===== config.mk =====
export PLATFORM = sky130hd
export DESIGN_NAME = wake_watchdog
export DESIGN_NICKNAME = d
export VERILOG_FILES = /design/src/rtl/wdt_pkg.sv /design/src/rtl/wdt_ack_edge.sv /design/src/rtl/wdt_period_counter.sv /design/src/rtl/wdt_rst_timer.sv /design/src/rtl/wake_watchdog.sv
export SDC_FILE = /design/constraint.sdc
export NUM_CORES = 1
export LEC_CHECK = 0
export ABC_AREA = 1
export BUFFER_PORTS_ARGS = -buffer_cell sky130_fd_sc_hd__buf_2
export CAP_MARGIN = 20
export CORE_ASPECT_RATIO = 0.75
export CORE_MARGIN = 2
export CORE_UTILIZATION = 60
export CTS_CLUSTER_SIZE = 30
export DETAILED_ROUTE_END_ITERATION = 12
export HOLD_SLACK_MARGIN = 0.02
export PLACE_DENSITY = 0.88
export SYNTH_ARGS = -nofsm -noshare
export SYNTH_HDL_FRONTEND = slang
export SYNTH_SLANG_ARGS = --single-unit

===== constraint.sdc =====
create_clock -name clk -period 3 [get_ports clk]
set_input_delay 0.15 -clock clk [delete_from_list [all_inputs] [get_ports clk]]
set_output_delay 0.15 -clock clk [all_outputs]
set_load 0.05 [all_outputs]

===== src/rtl/wdt_pkg.sv =====
// Shared types for the wake watchdog.
package wdt_pkg;
    // Controller phases: startup, manual hold, host reset pulse, counting.
    typedef enum logic [1:0] {
        WD_BOOT   = 2'd0,
        WD_HOLD   = 2'd1,
        WD_RPULSE = 2'd2,
        WD_RUN    = 2'd3
    } wd_state_e;
endpackage


===== src/rtl/wdt_ack_edge.sv =====
// Acknowledge edge detector.
// Flags one clock where done_in goes 0 -> 1. Assumes done_in is already
// synchronized to clk. During reset the history is preset high so that a
// level present at release is not seen as an edge.
module wdt_ack_edge (
    input  logic clk,
    input  logic rst_n,
    input  logic done_in,
    output logic edge_o
);
    logic done_q;

    // Keep the previous sample of the acknowledge input.
    always_ff @(posedge clk) begin
        if (!rst_n) done_q <= 1'b1;
        else        done_q <= done_in;
    end

    assign edge_o = done_in && !done_q;


    no_level_ack_chk: assert property (@(posedge clk) disable iff (!rst_n)
        (done_in && $past(done_in)) |-> !edge_o);
endmodule


===== src/rtl/wdt_period_counter.sv =====
// Interval position counter.
// Counts ticks from 0 to len-1 while run is high and wraps to 0. Reports
// the boundary tick, the tick that ends the wake pulse and whether the
// acknowledge window is still open. Assumes len > WAKE_TICKS + GUARD_TICKS.
module wdt_period_counter #(
    parameter int CNT_W       = 16,
    parameter int WAKE_TICKS  = 2,
    parameter int GUARD_TICKS = 2
) (
    input  logic             clk,
    input  logic             rst_n,
    input  logic             clr,
    input  logic             run,
    input  logic             tick,
    input  logic [CNT_W-1:0] len,
    output logic             wrap,
    output logic             wake_end,
    output logic             ack_open
);
    localparam logic [CNT_W-1:0] ONE       = CNT_W'(1);
    localparam logic [CNT_W-1:0] WAKE_LAST = CNT_W'(WAKE_TICKS - 1);
    localparam logic [CNT_W-1:0] GUARD_W   = CNT_W'(GUARD_TICKS);

    logic [CNT_W-1:0] pos;

    assign wrap     = run && tick && (pos == len - ONE);
    assign wake_end = run && tick && (pos == WAKE_LAST);
    assign ack_open = (pos < len - GUARD_W);

    // Advance the position on each tick, wrapping at the interval end.
    always_ff @(posedge clk) begin
        if (!rst_n || clr)  pos <= '0;
        else if (run && tick) pos <= wrap ? '0 : pos + ONE;
    end


    pos_range_chk: assert property (@(posedge clk) disable iff (!rst_n)
        run |-> (pos < len));
endmodule


===== src/rtl/wdt_rst_timer.sv =====
// Host reset pulse timer.
// Counts RESET_TICKS ticks while run is high and flags the last one.
// Held at zero whenever clr is high.
module wdt_rst_timer #(
    parameter int RESET_TICKS = 32
) (
    input  logic clk,
    input  logic rst_n,
    input  logic clr,
    input  logic run,
    input  logic tick,
    output logic done_o
);
    localparam int RW = $clog2(RESET_TICKS + 1);
    localparam logic [RW-1:0] LAST = RW'(RESET_TICKS - 1);
    localparam logic [RW-1:0] ONE  = RW'(1);
    localparam logic [RW-1:0] LIM  = RW'(RESET_TICKS);

    logic [RW-1:0] cnt;

    assign done_o = run && tick && (cnt == LAST);

    // Count pulse ticks; restart after the final one.
    always_ff @(posedge clk) begin
        if (!rst_n || clr)    cnt <= '0;
        else if (done_o)      cnt <= '0;
        else if (run && tick) cnt <= cnt + ONE;
    end


    cnt_range_chk: assert property (@(posedge clk) disable iff (!rst_n)
        cnt < LIM);
endmodule


===== src/rtl/wake_watchdog.sv =====
// Periodic wake watchdog controller (top).
// Issues a wake pulse at each interval boundary that follows an
// acknowledged interval, and drives an active-low host reset pulse when
// an interval ends unacknowledged. Assumes tick_en is a single-clock
// enable and interval_len > WAKE_TICKS + GUARD_TICKS when captured.
module wake_watchdog
    import wdt_pkg::*;
#(
    parameter int CNT_W       = 16,
    parameter int WAKE_TICKS  = 2,
    parameter int GUARD_TICKS = 2,
    parameter int RESET_TICKS = 32
) (
    input  logic             clk,
    input  logic             rst_n,
    input  logic             tick_en,
    input  logic [CNT_W-1:0] interval_len,
    input  logic             done_in,
    input  logic             startup_busy,
    input  logic             mr_hold,
    output logic             wake_o,
    output logic             host_rst_n_o
);
    wd_state_e        state;
    logic [CNT_W-1:0] len_q;
    logic             acked;
    logic             wake_r;
    logic             ack_edge, wrap, wake_end, ack_open, rst_done;
    logic             in_run, in_pulse, force_idle, ack_take;

    assign in_run     = (state == WD_RUN);
    assign in_pulse   = (state == WD_RPULSE);
    assign force_idle = startup_busy || mr_hold;
    assign ack_take   = ack_edge && in_run && ack_open && !acked && !force_idle;

    wdt_ack_edge u_edge (
        .clk     (clk),
        .rst_n   (rst_n),
        .done_in (done_in),
        .edge_o  (ack_edge)
    );

    wdt_period_counter #(
        .CNT_W       (CNT_W),
        .WAKE_TICKS  (WAKE_TICKS),
        .GUARD_TICKS (GUARD_TICKS)
    ) u_period (
        .clk      (clk),
        .rst_n    (rst_n),
        .clr      (!in_run || force_idle),
        .run      (in_run),
        .tick     (tick_en),
        .len      (len_q),
        .wrap     (wrap),
        .wake_end (wake_end),
        .ack_open (ack_open)
    );

    wdt_rst_timer #(
        .RESET_TICKS (RESET_TICKS)
    ) u_rtimer (
        .clk    (clk),
        .rst_n  (rst_n),
        .clr    (!in_pulse || force_idle),
        .run    (in_pulse),
        .tick   (tick_en),
        .done_o (rst_done)
    );

    // Phase sequencing, supervision flag, wake output and length capture.
    always_ff @(posedge clk) begin
        if (!rst_n) begin
            state  <= WD_BOOT;
            len_q  <= '0;
            acked  <= 1'b0;
            wake_r <= 1'b0;
        end else begin
            if (state == WD_BOOT && !startup_busy) len_q <= interval_len;
            if (startup_busy) begin
                state  <= WD_BOOT;
                acked  <= 1'b0;
                wake_r <= 1'b0;
            end else if (mr_hold) begin
                state  <= WD_HOLD;
                acked  <= 1'b0;
                wake_r <= 1'b0;
            end else begin
                case (state)
                    WD_BOOT: begin
                        state <= WD_RUN;
                        acked <= 1'b0;
                    end
                    WD_HOLD: state <= WD_RPULSE;
                    WD_RPULSE: begin
                        if (rst_done) begin
                            state <= WD_RUN;
                            acked <= 1'b0;
                        end
                    end
                    WD_RUN: begin
                        if (wrap) begin
                            if (acked) begin
                                wake_r <= 1'b1;
                                acked  <= 1'b0;
                            end else begin
                                state  <= WD_RPULSE;
                                wake_r <= 1'b0;
                            end
                        end else if (ack_take) begin
                            acked  <= 1'b1;
                            wake_r <= 1'b0;
                        end else if (wake_end) begin
                            wake_r <= 1'b0;
                        end
                    end
                    default: state <= WD_BOOT;
                endcase
            end
        end
    end

    assign wake_o       = wake_r;
    assign host_rst_n_o = in_run;


    busy_holds_rst_chk: assert property (@(posedge clk) disable iff (!rst_n)
        startup_busy |=> !host_rst_n_o);


    len_hold_chk: assert property (@(posedge clk) disable iff (!rst_n)
        (state != WD_BOOT) |=> $stable(len_q));


    mr_forces_low_chk: assert property (@(posedge clk) disable iff (!rst_n)
        (mr_hold && !startup_busy) |=> (!wake_o && !host_rst_n_o));


    wake_excl_chk: assert property (@(posedge clk) disable iff (!rst_n)
        wake_o |-> host_rst_n_o);


    wake_needs_ack_chk: assert property (@(posedge clk) disable iff (!rst_n)
        $rose(wake_o) |-> $past(acked));


    ack_drops_wake_chk: assert property (@(posedge clk) disable iff (!rst_n)
        ack_take |=> !wake_o);
endmodule


==> flow_metrics.tcl <==
set metrics [dict create \
    fin_nets 549 \
    clock_sinks 43 \
    cp_cell_sequence "inv_1 -> ha_1 -> nand2_1 -> nor2_1 -> nand2_1 -> xor2_1 -> ha_1 -> inv_1 -> nor3_1 -> a211oi_1 -> nand2_1 -> nand2_1 -> nand2_1 -> nand4_1 -> a21oi_1" \
    syn_area_um2 3187 \
    final_layout_size_suffix_gt1_share_pct 11.05 \
    grt_antenna_before_repair 0 \
    first_iter_violations 279 \
    nFillCells 457 \
    power_switching_mw 0.4757 \
    netlist_top_cells_area "dfxtp_1 (27%), nand2_1 (13%), ha_1 (8.2%), nor2_1 (7.9%), inv_1 (7.1%)" \
    grt_pass1_vias 2903 \
    max_freq_mhz 402.4 \
    vias_per_cell 5.459 \
    cts_buffers 5 \
    fin_crit_ps 2485 \
    max-slew-margin-rel_pct 52.04 \
    grt_max_degree 30 \
    cts_tree "built" \
    post_cts_buffers 0 \
    ys_seq_area_share_pct 27.01 \
    cts.root.buffer_cell "clkbuf_8" \
    vdd_ir_drop_max_v 0.0002837 \
    wl_per_cell_um 13.57 \
    grt_usage_pct 29.24 \
    maxCapViolations 0 \
    setup_violations 0 \
    critical_path.max_stage_delay_ps 320 \
    synth-seq-cells 43 \
    gp_congestion 0.9405 \
    n_antenna_cell 0 \
    final_util_pct 68.81 \
    dp_hpwl_mm 6.331 \
    dieArea_um2 5917 \
    period_share_pct 82.84 \
    syn_inst 485 \
    end_kind "flop" \
    vias 3161 \
    drc 0 \
    worst-setup-path-type "reg -> reg" \
    final-hold-violation-count 0 \
    cp-start-kind "flop" \
    crit_path_top_delay_cell "dfxtp_1" \
    rsz0062_at_grt "false" \
    io-pin-count 24 \
    cp-startpoint "len_q[1]" \
    die_h_um 67.12 \
    cp_common_cell "nand2_1" \
    stdcell_count 579 \
    ctsHoldBuffers 0 \
    setup_tns_ps 0 \
    antenna_left 0 \
    globalRouteOverflowTotal 0 \
    crit_fanout 4 \
    synth_nets 528 \
    fin_worst_skew_ps 5.988 \
    clkPwrFrac_pct 28.8 \
    cts_resized 0 \
    arrival_ps 2730 \
    rows 22 \
    hp-class "in -> reg" \
    seqPwrFrac_pct 45.6 \
    hold_start "done_in" \
    worstPathBufferInverterCount 2 \
    synthDistinctLibCells 37 \
    intPower_mw 0.8813 \
    status "complete, no violations" \
    combPwrFrac_pct 25.7 \
    synth_warnings 0 \
    placed_cells 571 \
    cts_buffer_depth 2 \
    syn-mean-instance-area_um2 6.571 \
    preCtsSetupSlack_ps 628.3 \
    core_area_um2 5010 \
    drv_slew 0 \
    clk_latency_ps 310 \
    reg2reg_from "len_q[1]" \
    syn_to_final_growth_pct 8.167 \
    initial_core_util_pct 63.61 \
    drtPass1Iterations 4 \
    clk_pin_slew_ps 90 \
    htreeDepth 2 \
    critPathRequiredTime_ps 3250 \
    synth_top_area_share_pct 27.01 \
    worst_pin_slew_ps 718.6 \
    power.density_nw_per_um2 393.7 \
    switching_share_pct 35.06 \
    p_leak_nw 1.648 \
    multi_input_area_um2 2042 \
    grt_pass1_wl_mm 13.42 \
    cp_top_family "simple AND/OR/NAND/NOR gates" \
    die_w_um 88.16 \
    portBuffers 23 \
    layout_setup_ws_ps 514.8 \
    regArea_um2 860.8 \
    routed_wl_mm 7.856 \
    yosysTopAreaCell "dfxtp_1" \
]
==> worst register-to-register path, delay by kind of cell (launching register included) <==
kind                       cells  cell delay, ps
DFF                            1             320
and+or+nand+nor                8             950
AOI/OAI and AO/OA              2             210
xor gates and xnor gates       1             170
adders and majority gates      2             570
buffers and inverters          2             190
==> logic make-up after synthesis <==
logic type | synth area share [%]
flip-flops | 27.01
XOR/XNOR | 9.070
AO/OA/AOI/OAI | 10.84
adder cells (fa/ha/maj) | 8.245
buffers and inverters | 8.912
AND/OR/NAND/NOR | 35.92
==> flip-flops by register name, indices dropped and copies added, names as in the netlist <==
name	cells
u_rtimer.cnt	6
acked	1
u_period.pos	16
u_edge.done_q	1
len_q	16
state	2
wake_o	1
==> synth_stat cells (all sizes together) <==
master and n:
a211oi 2, a21boi 1, a21oi 34, a31oi 1
and2 1, and3 1, buf 2, clkbuf 7
dfxtp 43, ha 21, inv 65, nand2 116
nand3 28, nand3b 2, nand4 3, nor2 75
nor3 13, nor3b 3, nor4 4, o2111a 1
o21ai 27, or2 2, xnor2 9, xor2 24
==> power by group through the flow <==
stage	Sequential, mW	Combinational [mW]	Clock (mW)
2_1_floorplan	0.622	0.262	0
3_3_place_gp	0.629	0.322	0
3_5_place_dp	0.630	0.338	0
4_1_cts	0.617	0.342	0.395
5_1_grt	0.621	0.394	0.424
6_report	0.618	0.348	0.391
==> metal layers <==
| layer | track usage, % | vias to the layer above | wire length, µm |
|---|---|---|---|
| li1 | - | 1592 | - |
| met1 | 40.15 | 1434 | 3678 |
| met2 | 46.50 | 121 | 3483 |
| met3 | 6.072 | 14 | 569 |
| met4 | 8.523 | 0 | 124 |
| met5 | 0 | - | 0 |
==> worst paths after layout <==
kind / to / slack [ps] / cells past startpoint
setup / recovery: wake_o / 510 / 15
hold / removal: u_edge.done_q / 40 / 3
setup reg to reg: wake_o / 510 / 15
hold reg to reg: u_rtimer.cnt[5] / 470 / 2
==> cell usage in the layout, fill, tap and decap left out, types with 2 or more instances in the layout <==
cell type	n
buf_2	23
o21ai_0	27
clkbuf_8	5
ha_1	21
nand3_1	23
a21oi_1	34
nand2_1	111
nor3_1	12
inv_2	4
nand2_2	3
nand3b_1	2
clkinvlp_4	2
inv_1	60
nor4_1	4
xnor2_1	9
xor2_1	24
nor2_1	67
a211oi_1	2
nor3b_1	3
nand4_1	3
nand3_2	5
nor2_2	4
dfxtp_1	43
nor2_4	3
==> cell type report <==
class,instances,share of cell area [%]
sequential,43,24.97
inverter,65,7.151
timing repair buffer,23,3.339
tap,72,2.613
clock inverter,3,0.6897
clock buffer,5,1.996
multi-input combinational,368,59.24
==> metrics by stage <==
stage                     total power, mW  hold WS, ps  instance area, µm²
after global routing                1.439        36.96                3447
after detailed placement           0.9684        353.9                3354
after global placement             0.9507        335.1                3354
after CTS                           1.354        38.79                3447
final                               1.357        44.28                3447
after floorplan                    0.8834        246.5                3187
Note: power is estimated with default switching activity, not from simulation.
